File: src/rtl/tmr_pkg.sv
package tmr_pkg;
  localparam int HOST_W   = 16;
  localparam int NUM_TMR  = 3;
  localparam int SEL_W    = 2;
  localparam int DO_W     = 4;
  localparam int DO_LSB   = 4;
  localparam int GATE_LSB = 12;
  localparam int FLAG_BIT = 12;
  localparam int ADDR_W   = 3;

  localparam logic [ADDR_W-1:0] ADR_SEL  = 3'd0;
  localparam logic [ADDR_W-1:0] ADR_DATA = 3'd1;
  localparam logic [ADDR_W-1:0] ADR_MODE = 3'd2;
  localparam logic [ADDR_W-1:0] ADR_CTRL = 3'd3;
  localparam logic [ADDR_W-1:0] ADR_STAT = 3'd4;

  typedef enum logic [1:0] {
    MODE_TERM  = 2'd0,
    MODE_RATE  = 2'd1,
    MODE_SWSTB = 2'd2,
    MODE_HWSTB = 2'd3
  } tmrModeT;

  typedef struct packed {
    logic [NUM_TMR-1:0] loadLow;
    logic               loadHigh;
    logic [HOST_W-1:0]  data;
  } tmrStrobeT;
endpackage

File: src/rtl/tmr_chan.sv
module tmr_chan
  import tmr_pkg::*;
#(
  parameter int WIDTH    = 16,
  parameter int PRESCALE = 10
) (
  input  logic              clk,
  input  logic              rstN,
  input  logic              gate,
  input  tmrModeT           mode,
  input  logic              loadLow,
  input  logic              loadHigh,
  input  logic [HOST_W-1:0] wrData,
  input  logic              hwTrig,
  output logic [WIDTH-1:0]  count,
  output logic              tcPulse
);
  localparam int PW = (PRESCALE > 1) ? $clog2(PRESCALE) : 1;
  localparam logic [PW-1:0] PRE_LAST = PW'(PRESCALE - 1);
  localparam logic [WIDTH-1:0] MIN_DIV = WIDTH'(2);
  localparam logic [WIDTH-1:0] ONE = WIDTH'(1);

  logic [WIDTH-1:0] divReg;
  logic [WIDTH-1:0] divNext;
  logic [WIDTH-1:0] effNew;
  logic [WIDTH-1:0] effStored;
  logic [PW-1:0]    preCnt;
  logic             running;
  logic             trigPrev;
  logic             load;
  logic             trigRise;

  generate
    if (WIDTH > HOST_W) begin : g_wide
      always_comb begin
        divNext = divReg;
        if (loadLow)  divNext[HOST_W-1:0]     = wrData;
        if (loadHigh) divNext[WIDTH-1:HOST_W] = wrData[WIDTH-HOST_W-1:0];
      end
    end else begin : g_narrow
      always_comb begin
        divNext = divReg;
        if (loadLow) divNext = wrData[WIDTH-1:0];
      end
    end
  endgenerate

  assign effNew    = (divNext < MIN_DIV) ? MIN_DIV : divNext;
  assign effStored = (divReg  < MIN_DIV) ? MIN_DIV : divReg;
  assign load      = loadLow | loadHigh;
  assign trigRise  = hwTrig & ~trigPrev;

  always_ff @(posedge clk) begin
    if (!rstN) begin
      divReg   <= '0;
      count    <= '0;
      preCnt   <= '0;
      running  <= 1'b0;
      tcPulse  <= 1'b0;
      trigPrev <= 1'b0;
    end else begin
      trigPrev <= hwTrig;
      tcPulse  <= 1'b0;
      divReg   <= divNext;
      if (load) begin
        count   <= effNew;
        preCnt  <= '0;
        running <= (mode != MODE_HWSTB);
      end else if (mode == MODE_HWSTB && trigRise) begin
        count   <= effStored;
        preCnt  <= '0;
        running <= 1'b1;
      end else if (gate && running) begin
        if (preCnt == PRE_LAST) begin
          preCnt <= '0;
          if (count == ONE) begin
            tcPulse <= 1'b1;
            if (mode == MODE_RATE) begin
              count <= effStored;
            end else begin
              count   <= '0;
              running <= 1'b0;
            end
          end else begin
            count <= count - ONE;
          end
        end else begin
          preCnt <= preCnt + 1'b1;
        end
      end
    end
  end
endmodule

File: src/rtl/tmr_datapath.sv
module tmr_datapath
  import tmr_pkg::*;
#(
  parameter int WIDTH_HI = 24,
  parameter int PRE0     = 10,
  parameter int PRE1     = 1000,
  parameter int PRE2     = 1000
) (
  input  logic                clk,
  input  logic                rstN,
  input  tmrStrobeT           strobe,
  input  logic [NUM_TMR-1:0]  gates,
  input  tmrModeT             modes [NUM_TMR],
  input  logic [NUM_TMR-1:0]  hwTrig,
  output logic [HOST_W-1:0]   cnt0,
  output logic [HOST_W-1:0]   cnt1,
  output logic [WIDTH_HI-1:0] cnt2,
  output logic [NUM_TMR-1:0]  tcPulse
);
  generate
    for (genvar gi = 0; gi < NUM_TMR; gi++) begin : g_ch
      localparam int W   = (gi == NUM_TMR - 1) ? WIDTH_HI : HOST_W;
      localparam int PRE = (gi == 0) ? PRE0 : ((gi == 1) ? PRE1 : PRE2);
      logic [W-1:0] chCount;
      logic         hiLoad;

      if (gi == NUM_TMR - 1) begin : g_hi
        assign hiLoad = strobe.loadHigh;
      end else begin : g_nohi
        assign hiLoad = 1'b0;
      end

      tmr_chan #(.WIDTH(W), .PRESCALE(PRE)) u_chan (
        .clk      (clk),
        .rstN     (rstN),
        .gate     (gates[gi]),
        .mode     (modes[gi]),
        .loadLow  (strobe.loadLow[gi]),
        .loadHigh (hiLoad),
        .wrData   (strobe.data),
        .hwTrig   (hwTrig[gi]),
        .count    (chCount),
        .tcPulse  (tcPulse[gi])
      );

      if (gi == 0) begin : g_o0
        assign cnt0 = chCount;
      end else if (gi == 1) begin : g_o1
        assign cnt1 = chCount;
      end else begin : g_o2
        assign cnt2 = chCount;
      end
    end
  endgenerate
endmodule

File: src/rtl/tmr_ctrl.sv
module tmr_ctrl
  import tmr_pkg::*;
#(
  parameter int WIDTH_HI = 24
) (
  input  logic                clk,
  input  logic                rstN,
  input  logic                wrEn,
  input  logic                rdEn,
  input  logic [ADDR_W-1:0]   addr,
  input  logic [HOST_W-1:0]   wrData,
  input  logic [HOST_W-1:0]   cnt0,
  input  logic [HOST_W-1:0]   cnt1,
  input  logic [WIDTH_HI-1:0] cnt2,
  input  logic                tcLast,
  output tmrStrobeT           strobe,
  output logic [NUM_TMR-1:0]  gates,
  output tmrModeT             modes [NUM_TMR],
  output logic [DO_W-1:0]     doBits,
  output logic                irqFlag,
  output logic [HOST_W-1:0]   rdData
);
  localparam int MODE_W = 2 * NUM_TMR;

  logic [SEL_W-1:0]  selReg;
  logic [MODE_W-1:0] modeReg;
  logic              dataWr;

  assign dataWr = wrEn && (addr == ADR_DATA);

  always_comb begin
    strobe          = '0;
    strobe.data     = wrData;
    if (dataWr) begin
      if (selReg == SEL_W'(NUM_TMR)) strobe.loadHigh = 1'b1;
      else                           strobe.loadLow[selReg] = 1'b1;
    end
  end

  generate
    for (genvar gi = 0; gi < NUM_TMR; gi++) begin : g_mode
      assign modes[gi] = tmrModeT'(modeReg[2*gi +: 2]);
    end
  endgenerate

  always_ff @(posedge clk) begin
    if (!rstN) begin
      selReg  <= '0;
      doBits  <= '0;
      modeReg <= '0;
      gates   <= '0;
      irqFlag <= 1'b0;
    end else begin
      if (wrEn) begin
        case (addr)
          ADR_SEL: begin
            selReg <= wrData[SEL_W-1:0];
            doBits <= wrData[DO_LSB +: DO_W];
          end
          ADR_MODE: modeReg <= wrData[MODE_W-1:0];
          ADR_CTRL: gates   <= wrData[GATE_LSB +: NUM_TMR];
          default: ;
        endcase
      end
      if (tcLast)
        irqFlag <= 1'b1;
      else if (rdEn && addr == ADR_SEL)
        irqFlag <= 1'b0;
    end
  end

  always_comb begin
    rdData = '0;
    case (addr)
      ADR_SEL: begin
        rdData[SEL_W-1:0]       = selReg;
        rdData[DO_LSB +: DO_W]  = doBits;
      end
      ADR_DATA: begin
        case (selReg)
          2'd0:    rdData = cnt0;
          2'd1:    rdData = cnt1;
          2'd2:    rdData = cnt2[HOST_W-1:0];
          default: rdData = HOST_W'(cnt2[WIDTH_HI-1:HOST_W]);
        endcase
      end
      ADR_MODE: rdData[MODE_W-1:0] = modeReg;
      ADR_CTRL: rdData[GATE_LSB +: NUM_TMR] = gates;
      ADR_STAT: rdData[FLAG_BIT] = irqFlag;
      default: ;
    endcase
  end
endmodule

File: src/rtl/tmr_bank3.sv
module tmr_bank3
  import tmr_pkg::*;
#(
  parameter int WIDTH_HI = 24,
  parameter int PRE0     = 10,
  parameter int PRE1     = 1000,
  parameter int PRE2     = 1000
) (
  input  logic        clk,
  input  logic        rstN,
  input  logic        wrEn,
  input  logic        rdEn,
  input  logic [2:0]  addr,
  input  logic [15:0] wrData,
  input  logic [2:0]  hwTrig,
  output logic [15:0] rdData,
  output logic [3:0]  doBits,
  output logic [2:0]  tcPulse,
  output logic        irqFlag
);
  tmrStrobeT           strobe;
  logic [NUM_TMR-1:0]  gates;
  tmrModeT             modes [NUM_TMR];
  logic [HOST_W-1:0]   cnt0;
  logic [HOST_W-1:0]   cnt1;
  logic [WIDTH_HI-1:0] cnt2;

  tmr_ctrl #(.WIDTH_HI(WIDTH_HI)) u_ctrl (
    .clk     (clk),
    .rstN    (rstN),
    .wrEn    (wrEn),
    .rdEn    (rdEn),
    .addr    (addr),
    .wrData  (wrData),
    .cnt0    (cnt0),
    .cnt1    (cnt1),
    .cnt2    (cnt2),
    .tcLast  (tcPulse[NUM_TMR-1]),
    .strobe  (strobe),
    .gates   (gates),
    .modes   (modes),
    .doBits  (doBits),
    .irqFlag (irqFlag),
    .rdData  (rdData)
  );

  tmr_datapath #(
    .WIDTH_HI (WIDTH_HI),
    .PRE0     (PRE0),
    .PRE1     (PRE1),
    .PRE2     (PRE2)
  ) u_dp (
    .clk     (clk),
    .rstN    (rstN),
    .strobe  (strobe),
    .gates   (gates),
    .modes   (modes),
    .hwTrig  (hwTrig),
    .cnt0    (cnt0),
    .cnt1    (cnt1),
    .cnt2    (cnt2),
    .tcPulse (tcPulse)
  );
endmodule

File: config.mk
export PLATFORM = sky130hd
export DESIGN_NAME = tmr_bank3
export DESIGN_NICKNAME = d
export VERILOG_FILES = /design/src/rtl/tmr_pkg.sv /design/src/rtl/tmr_chan.sv /design/src/rtl/tmr_datapath.sv /design/src/rtl/tmr_ctrl.sv /design/src/rtl/tmr_bank3.sv
export SDC_FILE = /design/constraint.sdc
export NUM_CORES = 1
export LEC_CHECK = 0
export ABC_AREA = 1
export ABC_CLOCK_PERIOD_IN_PS = 2200
export BUFFER_PORTS_ARGS = -buffer_cell sky130_fd_sc_hd__buf_2
export CAP_MARGIN = 0
export CORE_UTILIZATION = 39
export CTS_CLUSTER_DIAMETER = 80
export CTS_CLUSTER_SIZE = 30
export DETAILED_ROUTE_END_ITERATION = 12
export RECOVER_POWER = 100
export REMOVE_ABC_BUFFERS = 1
export SLEW_MARGIN = 20
export SYNTH_ARGS = -nofsm -noshare
export SYNTH_HDL_FRONTEND = slang
export SYNTH_SLANG_ARGS = --single-unit
File: constraint.sdc
create_clock -name clk -period 2.2 [get_ports clk]
set_input_delay 0.44 -clock clk [delete_from_list [all_inputs] [get_ports clk]]
set_output_delay 0.44 -clock clk [all_outputs]
set_load 0.05 [all_outputs]
Yosys cells after proc, flatten, opt, wreduce, memory -nomap -nowiden
Cells that the tools add are included.
Widths: inputs -> output; s select.

word-level totals
  bits in registers = 161
  logic and storage cells = 180
  input port bits = 26

operators by class
  equal/unequal tests = 25
  $lt $le $gt $ge = 8
  add/subtract/negate cells = 6
  bitwise gates (word level) = 14
  reduce and logical (&&, ||, !) cells = 36
  mux-type cells = 68

operators with widths
  operator               count
  $mux 16                19
  $mux 24                8
  $lt 16x2->1 const B    4
  $lt 24x2->1 const B    2
  $pmux 16 s3            1
  $eq 16x1->1 const B    2
  $sub 16x1->16 const B  2
  $reduce_bool 3->1      9
  $mux 1                 26
  $eq 24x1->1 const B    1
  $sub 24x1->24 const B  1
  $add 10x1->10 const B  2
  $eq 10x10->1 const B   2
  $mux 10                2
  $reduce_or 5->1        3
  $mux 4                 3
  $pmux 2 s2             3
  $pmux 2 s3             2
  $reduce_and 2->1       6
  $reduce_and 4->1       3
  $eq 2x2->1 const B     5
  $not 1->1              10
  $logic_and 1x1->1      9
  $ne 3x3->1 const B     3
  19 further kinds       29

Logic depth before layout (Yosys ltp)
Gate-level depths: netlist of the first run.

  depth in word-level cells = 10
  depth in mapped cells = 14

By module
Synthesis of the first run repeated with hierarchy kept, for this count alone.

unflattened totals
  cell total of the unflattened synthesis = 1879
  area total of the unflattened synthesis = 11227.0 um^2

by module, submodules not included
  module                          sequential area each (um^2)  area each (um^2)  instances  cells each
  tmr_chan (u_dp.g_ch[2].u_chan)  1221.2                       4060.1            1          691
  tmr_chan (u_dp.g_ch[1].u_chan)  900.9                        2926.6            1          468
  tmr_chan (u_dp.g_ch[0].u_chan)  780.7                        2650.0            1          430
  tmr_ctrl                        320.3                        1586.5            1          289
  tmr_datapath                    0.0                          3.8               1          1

Worst setup path after synthesis of the first run
Ideal clock, no wire load.

  path type = register to output
  start = reg u_ctrl.selReg[0]
  end = out rdData[12]
  data arrival time = 2.242 ns
  setup slack = -0.482 ns
  path buffers = 3
  cell stages (with the launch flop) = 9
  cells stage by stage = dfxtp_1 > buf_2 > nor2_4 > clkbuf_1 > inv_1 > clkbuf_1 > o22ai_1 > a21oi_1 > o221ai_1

between the ends
  cells in the longest elaborated chain, start to end = 3
  elaborated cells between the ends (all ways) = 5
  those cells by class = eq/ne (2); mux (2); reduce/logical (1)

ends and longest elaborated chain
  what                                RTL line         source
  from (decl)                         tmr_ctrl.sv:25   logic [SEL_W-1:0] selReg;
  from (signal assigned)              tmr_ctrl.sv:57   selReg <= wrData[SEL_W-1:0];
  $eq 2x2->1 (tied with other cells)  tmr_ctrl.sv:80   case (selReg)
  $pmux 16 s3 (*)                     tmr_ctrl.sv:80
  $pmux 1 s3 (*)                      tmr_ctrl.sv:74   case (addr)
  to (decl)                           tmr_bank3.sv:16  output logic [15:0] rdData,

Every way passes the cells marked *; elsewhere a longest branch is shown, timed or not.

Worst setup path after layout of the first run
  start = reg u_ctrl.selReg[1]
  end = out rdData[12]

Same word-level chain as after synthesis.

==> flow_summary.ini, run 1 <==
[timing]
maxSlewViolCount = 0
min_period_over_period = 1.07
maxSlewHeadroom = 0.205
hold_slack_ns = 0.208
min_period_ns = 2.35
rsz0062_at_grt = yes
setup_viol = 14
clock_skew_ns = 0.0138
max_freq_mhz = 426
tightestPinTransition_ns = 1.19
hold_violations = 0
setup_slack_ns = -0.150

[job]
maxCapViolCount = 0

[die]
core_area_sq_um = 25100
io_pins = 50
die_h_microns = 162
die_area_sq_um = 26100
die_x_microns = 162
start_util = 0.396
std_cell_rows = 58

[placement]
port_buffers = 49
gp_congestion = 0.987
dpl_worst_slack_ns = -0.0330
dpl.hpwl_mm = 27.5

[outcome]
violations = setup timing
status = finished with violations

[clocking]
cts_buffers = 17
cts_root_buffer = clkbuf_16
clkSinkCount = 161
clock_latency_ns = 0.44
cts_tree = built
clk_pin_slew_ns = 0.07
cts_max_path_buffers = 2
cts_hold_buf = 0
cts_max_level = 4

[synth]
yosys_register_bits = 161
syn_area_sq_um = 9940
syn_inst = 1598
ys_types = 47
synth_warnings = 0
syn_area_per_cell_sq_um = 6.22
ys_seq_area_frac = 0.324

[routing]
drt-initial-drc-count = 1297
detail-route-antenna-nets = 0
via_per_inst = 5.38
num_vias = 11000
dr.pass1.iters = 6
drc = 0
routed_wl_mm = 36.3
wl_per_cell_microns = 17.7

[setup_path]
cp_max_fo = 5
required_ns = 1.76
crit_arrival_ns = 1.91
crit_type = register to output pin
max_stage_delay_ns = 0.35
slowest_stage = dfxtp_2
cp-end-kind = output pin
startpoint_type = register
cp_cell_sequence = inv_4, nor2_4, clkinvlp_4, buf_6, o22ai_4, a21oi_2, o221ai_1, buf_4

[layout]
finalNetCount = 1745
layout_common_cells = 336 x nand2_1, 251 x inv_1, 211 x nor2_1
syn_to_final_growth_pct = 22.2
drive_gt1_frac = 0.152
antenna_cells = 0
layout_commonest_cell = nand2_1

[power_and_ir_drop]
powerDensity_nw_per_um2 = 570
max-vdd-ir-drop_uv = 495
leakage_nw = 5.71

[global_route]
grt_use_total = 0.281
grt_pass1_wl_mm = 56.7
grt_antenna_before_repair = 0
overflow = 0
grt_pass1_vias = 10000
grt_max_degree = 58

[min_path]
hold_class = primary input to register
==> path summary, 6_finish.rpt <==
check,cells past startpoint,slack (ns),end,startpoint
max,8,-0.15,rdData[12],u_ctrl.selReg[1]$_SDFFE_PN0P_
min,3,0.21,u_dp.g_ch[0].u_chan.trigPrev$_SDFF_PN0_,hwTrig[0]
max reg2reg,14,0.12,u_dp.g_ch[2].u_chan.count[12]$_SDFFE_PN0P_,u_dp.g_ch[2].u_chan.count[0]$_SDFFE_PN0P_
min reg2reg,1,0.46,u_dp.g_ch[1].u_chan.preCnt[9]$_SDFFE_PP0P_,u_dp.g_ch[1].u_chan.preCnt[9]$_SDFFE_PP0P_
==> registers in the layout, indices dropped and copies added, names as in the netlist <==
name / count
u_ctrl.irqFlag: 1
u_dp.g_ch.u_chan.divReg: 56
u_dp.g_ch.u_chan.tcPulse: 3
u_dp.g_ch.u_chan.trigPrev: 3
u_dp.g_ch.u_chan.preCnt: 24
u_dp.g_ch.u_chan.count: 56
u_ctrl.doBits: 4
u_ctrl.selReg: 2
u_dp.g_ch.u_chan.running: 3
u_ctrl.modeReg: 6
u_ctrl.gates: 3
==> metrics by stage <==
| step | util | power (mW) | std cells | cell area (sq um) | TNS [ns] |
|---|---|---|---|---|---|
| 2_1_floorplan | - | 3.50 | 1543 | 9650 | -14.74 |
| 3_3_place_gp | 0.441 | 3.84 | 2013 | 11100 | 0 |
| 3_5_place_dp | 0.441 | 3.84 | 2013 | 11100 | -0.0543 |
| 4_1_cts | 0.474 | 6.93 | 2048 | 11900 | -1.50 |
| 5_1_grt | 0.484 | 7.16 | 2053 | 12100 | -2.43 |
| 6_report | 0.484 | 6.92 | 2053 | 12100 | -1.15 |
==> Yosys cell counts, drive strengths merged <==
| cell type | n | share of area |
|---|---|---|
| a211oi | 2 | 0.0015 |
| a21o | 1 | 0.00076 |
| a21oi | 93 | 0.047 |
| a221oi | 9 | 0.0079 |
| a22oi | 1 | 0.00076 |
| a31oi | 7 | 0.0044 |
| and2 | 1 | 0.00063 |
| and3 | 2 | 0.0013 |
| buf | 31 | 0.020 |
| clkbuf | 24 | 0.0091 |
| clkinv | 2 | 0.00076 |
| dfxtp | 161 | 0.32 |
| ha | 8 | 0.010 |
| inv | 267 | 0.10 |
| nand2 | 341 | 0.13 |
| nand3 | 122 | 0.063 |
| nand3b | 3 | 0.0023 |
| nand4 | 47 | 0.030 |
| nor2 | 224 | 0.092 |
| nor3 | 30 | 0.015 |
| nor3b | 3 | 0.0023 |
| nor4 | 8 | 0.0050 |
| o2111ai | 2 | 0.0018 |
| o211ai | 16 | 0.012 |
| o21a | 2 | 0.0015 |
| o21ai | 126 | 0.064 |
| o221ai | 6 | 0.0053 |
| o22ai | 17 | 0.011 |
| o31ai | 1 | 0.00076 |
| o41ai | 1 | 0.00088 |
| or2 | 8 | 0.0050 |
| xnor2 | 6 | 0.0053 |
| xor2 | 26 | 0.023 |
==> repair_timing <==
action	in CTS	in global routing
buffers inserted	6	6
setup endpoints to repair	16	39
gates resized for setup	65	44
pin swaps	6	14
==> power by group <==
part,total [mW],switching (mW),internal (mW)
Combinational,0.853,0.570,0.282
Clock,3.08,1.32,1.77
Sequential,2.98,0.0351,2.95
Total,6.92,1.92,5.00
==> critical path, delay by kind of cell (launching register included) <==
kind,cells,cell delay [ns]
simple gates,1,0.11
compound gates,3,0.38
buf+inv,4,0.65
flops,1,0.35
==> cell families (layout without fill, tap and decap cells) <==
family                     count (synthesis)  in the layout  share of synthesized area
and+or+nand+nor                          789            789                      0.348
buffers and inverters                    324            449                      0.131
AOI/OAI and AO/OA                        284            284                      0.159
DFF                                      161            161                      0.324
xor gates and xnor gates                  32             32                     0.0282
adders and majority gates                  8              8                     0.0101
==> cell type report <==
type                    count  area, sq um
multi-input cells        1113         5700
flip-flops and latches    161         3230
clock inverters            11          128
well taps                 330          413
clock buffers              20          467
inverters                 269         1020
repair buffers            149         1190
fillers                  2633        13000
==> routing by layer <==
metal / GRT usage / up-vias / wire length [microns]
met5: 0 / - / 0
met4: 0.113 / 0 / 1250
met3: 0.0365 / 73 / 2990
met2: 0.422 / 492 / 15400
met1: 0.404 / 5067 / 16600
li1: - / 5409 / -
Note: power is estimated with default switching activity, not from simulation.
==> run 2: changes to the inputs <==
--- a/config.mk
+++ b/config.mk
@@ -9,6 +9,7 @@
 export ABC_CLOCK_PERIOD_IN_PS = 2200
 export BUFFER_PORTS_ARGS = -buffer_cell sky130_fd_sc_hd__buf_2
 export CAP_MARGIN = 0
+export CORE_ASPECT_RATIO = 1.25
 export CORE_UTILIZATION = 39
 export CTS_CLUSTER_DIAMETER = 80
 export CTS_CLUSTER_SIZE = 30
==> run 2 against run 1 <==
Effect of this change:
- the run still ends with setup timing left
- clock-buffer cell count unchanged
- power increased by 3.7%
- non-clock buffer count increased by 11
- worst hold slack got worse by 0.015 ns
- setup slack improved by 0.046 ns
- flip-flop and latch count unchanged
- cell area increased by 1.2%
- sequential share of layout area decreased by 0.30 points
- register-to-register slack got worse by 0.14 ns
- sequential power about the same
- via count decreased by 1.0%
- combinational power increased by 1%
- critical path type unchanged
- largest cell class unchanged
- highest routed layer unchanged
==> flow_summary.ini, run 2 (synthesis gave the netlist of run 1 again) <==
[timing]
setup_slack_ns = -0.103
maxSlewViolCount = 0
maxSlewHeadroom = 0.198
clock_skew_ns = 0.0139
hold_slack_ns = 0.193
setup_viol = 13
setup_tns_ns = -0.790
rsz0062_at_grt = yes
hold_violations = 0
max_freq_mhz = 434
min_period_over_period = 1.05
min_period_ns = 2.30
tightestPinTransition_ns = 1.20

[power_and_ir_drop]
combPwrFrac = 0.121
power_frac_seq = 0.416
leakage_nw = 5.71
clockPowerShare = 0.464
max-vdd-ir-drop_uv = 517
swShare = 0.262
powerDensity_nw_per_um2 = 583
p_int_mw = 5.29
p_sw_mw = 1.88

[die]
die_h_microns = 181
start_util = 0.396
io_pins = 50
core_area_sq_um = 25100
std_cell_rows = 65
die_x_microns = 145
die_area_sq_um = 26100

[routing]
detail-route-antenna-nets = 0
num_vias = 10900
dr.pass1.iters = 6
via_per_inst = 5.27
drc = 0
wl_per_cell_microns = 17.3
routed_wl_mm = 35.8
drt-initial-drc-count = 979

[placement]
port_buffers = 49
dpl.hpwl_mm = 27.9
placed_area_sq_um = 11200
dpl_worst_slack_ns = -0.0486
gp_congestion = 0.943

[setup_path]
slowest_stage = dfxtp_4
crit_type = register to output pin
cp_max_fo = 7
startpoint_type = register
crit_arrival_ns = 1.86
cp-end-kind = output pin
required_ns = 1.76
cp_cell_sequence = inv_4, nand2_4, clkinvlp_4, buf_8, a221oi_4, o221ai_2, buf_6
max_stage_delay_ns = 0.41

[global_route]
grt_use_total = 0.284
grt_max_degree = 58
grt_pass1_wl_mm = 56.3
overflow = 0
grt_pass1_vias = 10400
grt_antenna_before_repair = 0

[clocking]
cts_max_path_buffers = 2
cts_max_level = 4
clk_pin_slew_ns = 0.07
clkSinkCount = 161
cts_tree = built
cts_buffers = 17
cts_root_buffer = clkbuf_16
cts_hold_buf = 0
clock_latency_ns = 0.45

[job]
maxCapViolCount = 0

[layout]
drive_gt1_frac = 0.144
postLayoutCoreUtil = 0.489
top_regs = u_dp.g_ch.u_chan.count: 56 flops, u_dp.g_ch.u_chan.divReg: 56 flops, u_dp.g_ch.u_chan.preCnt: 24 flops
antenna_cells = 0
regArea_sq_um = 3230
nFillCells = 2629
stdcell_area_sq_um = 12300
multi_input_area_sq_um = 5720
layout_common_cells = 335 x nand2_1, 255 x inv_1, 211 x nor2_1
syn_to_final_growth_pct = 23.7
layout_commonest_cell = nand2_1
finalNetCount = 1758

[outcome]
violations = setup timing
status = finished with violations

[min_path]
hold_class = primary input to register
run 2: changes by cell type in the layout (fill, tap and decap cells not counted), moves of 7 or more:
cell / change
a221oi_2: -7
buf_2: -9
o21ai_1: -9
a221oi_4: +8
o21ai_0: +10
clkbuf_1: +18
run 2: metal layers:
layer,GRT usage,share of wire,up-vias
li1,-,-,5428
met1,0.350,0.42,5072
met2,0.488,0.49,352
met3,0.0415,0.047,74
met4,0.117,0.037,0
met5,0,0,-
run 2: worst max-delay path, delay by kind of cell (launching register included):
family	cells	cell delay, ns
and+or+nand+nor	1	0.06
buffers and inverters	4	0.47
DFF	1	0.41
AOI/OAI and AO/OA	2	0.47
run 2: cell type report:
cell class                 count  area share
clock buffer                  20      0.0363
clock inverter                12      0.0168
timing repair buffer         160       0.100
tap                          335      0.0341
inverter                     269      0.0837
sequential                   161       0.263
multi-input combinational   1113       0.465
timing repair inverter         2     0.00102
run 2: worst paths after layout:
path	slack [ns]	cells after the start	to	from
worst min-delay path	0.19	3	u_dp.g_ch[2].u_chan.trigPrev$_SDFF_PN0_	hwTrig[2]
worst max-delay path	-0.10	7	rdData[4]	u_ctrl.selReg[0]$_SDFFE_PN0P_
worst min register to register	0.46	1	u_dp.g_ch[1].u_chan.preCnt[9]$_SDFFE_PP0P_	u_dp.g_ch[1].u_chan.preCnt[9]$_SDFFE_PP0P_
worst max register to register	-0.02	13	u_dp.g_ch[2].u_chan.count[1]$_SDFFE_PN0P_	u_ctrl.selReg[0]$_SDFFE_PN0P_
run 2: power by group through the flow:
stage          Clock [mW]  Sequential (mW)  Combinational, mW
6_report             3.33             2.98              0.865
5_1_grt              3.51             2.98              0.949
4_1_cts              3.38             2.98              0.861
3_5_place_dp            0             3.05              0.813
3_3_place_gp            0             3.05              0.813
2_1_floorplan           0             3.05              0.459
run 2: per-stage QoR:
step                power (mW)  cells
global placement          3.86   2031
floorplan                 3.50   1543
finish                    7.17   2072
CTS                       7.22   2069
detailed placement        3.86   2031
global route              7.45   2072
run 2: what timing repair did:
item / 4_1_cts / 5_1_grt
setup buffers: 5 / 2
resized for setup: 82 / 34
pin swaps: 17 / 9
cloned: 1 / 1
setup endpoints to repair: 16 / 28
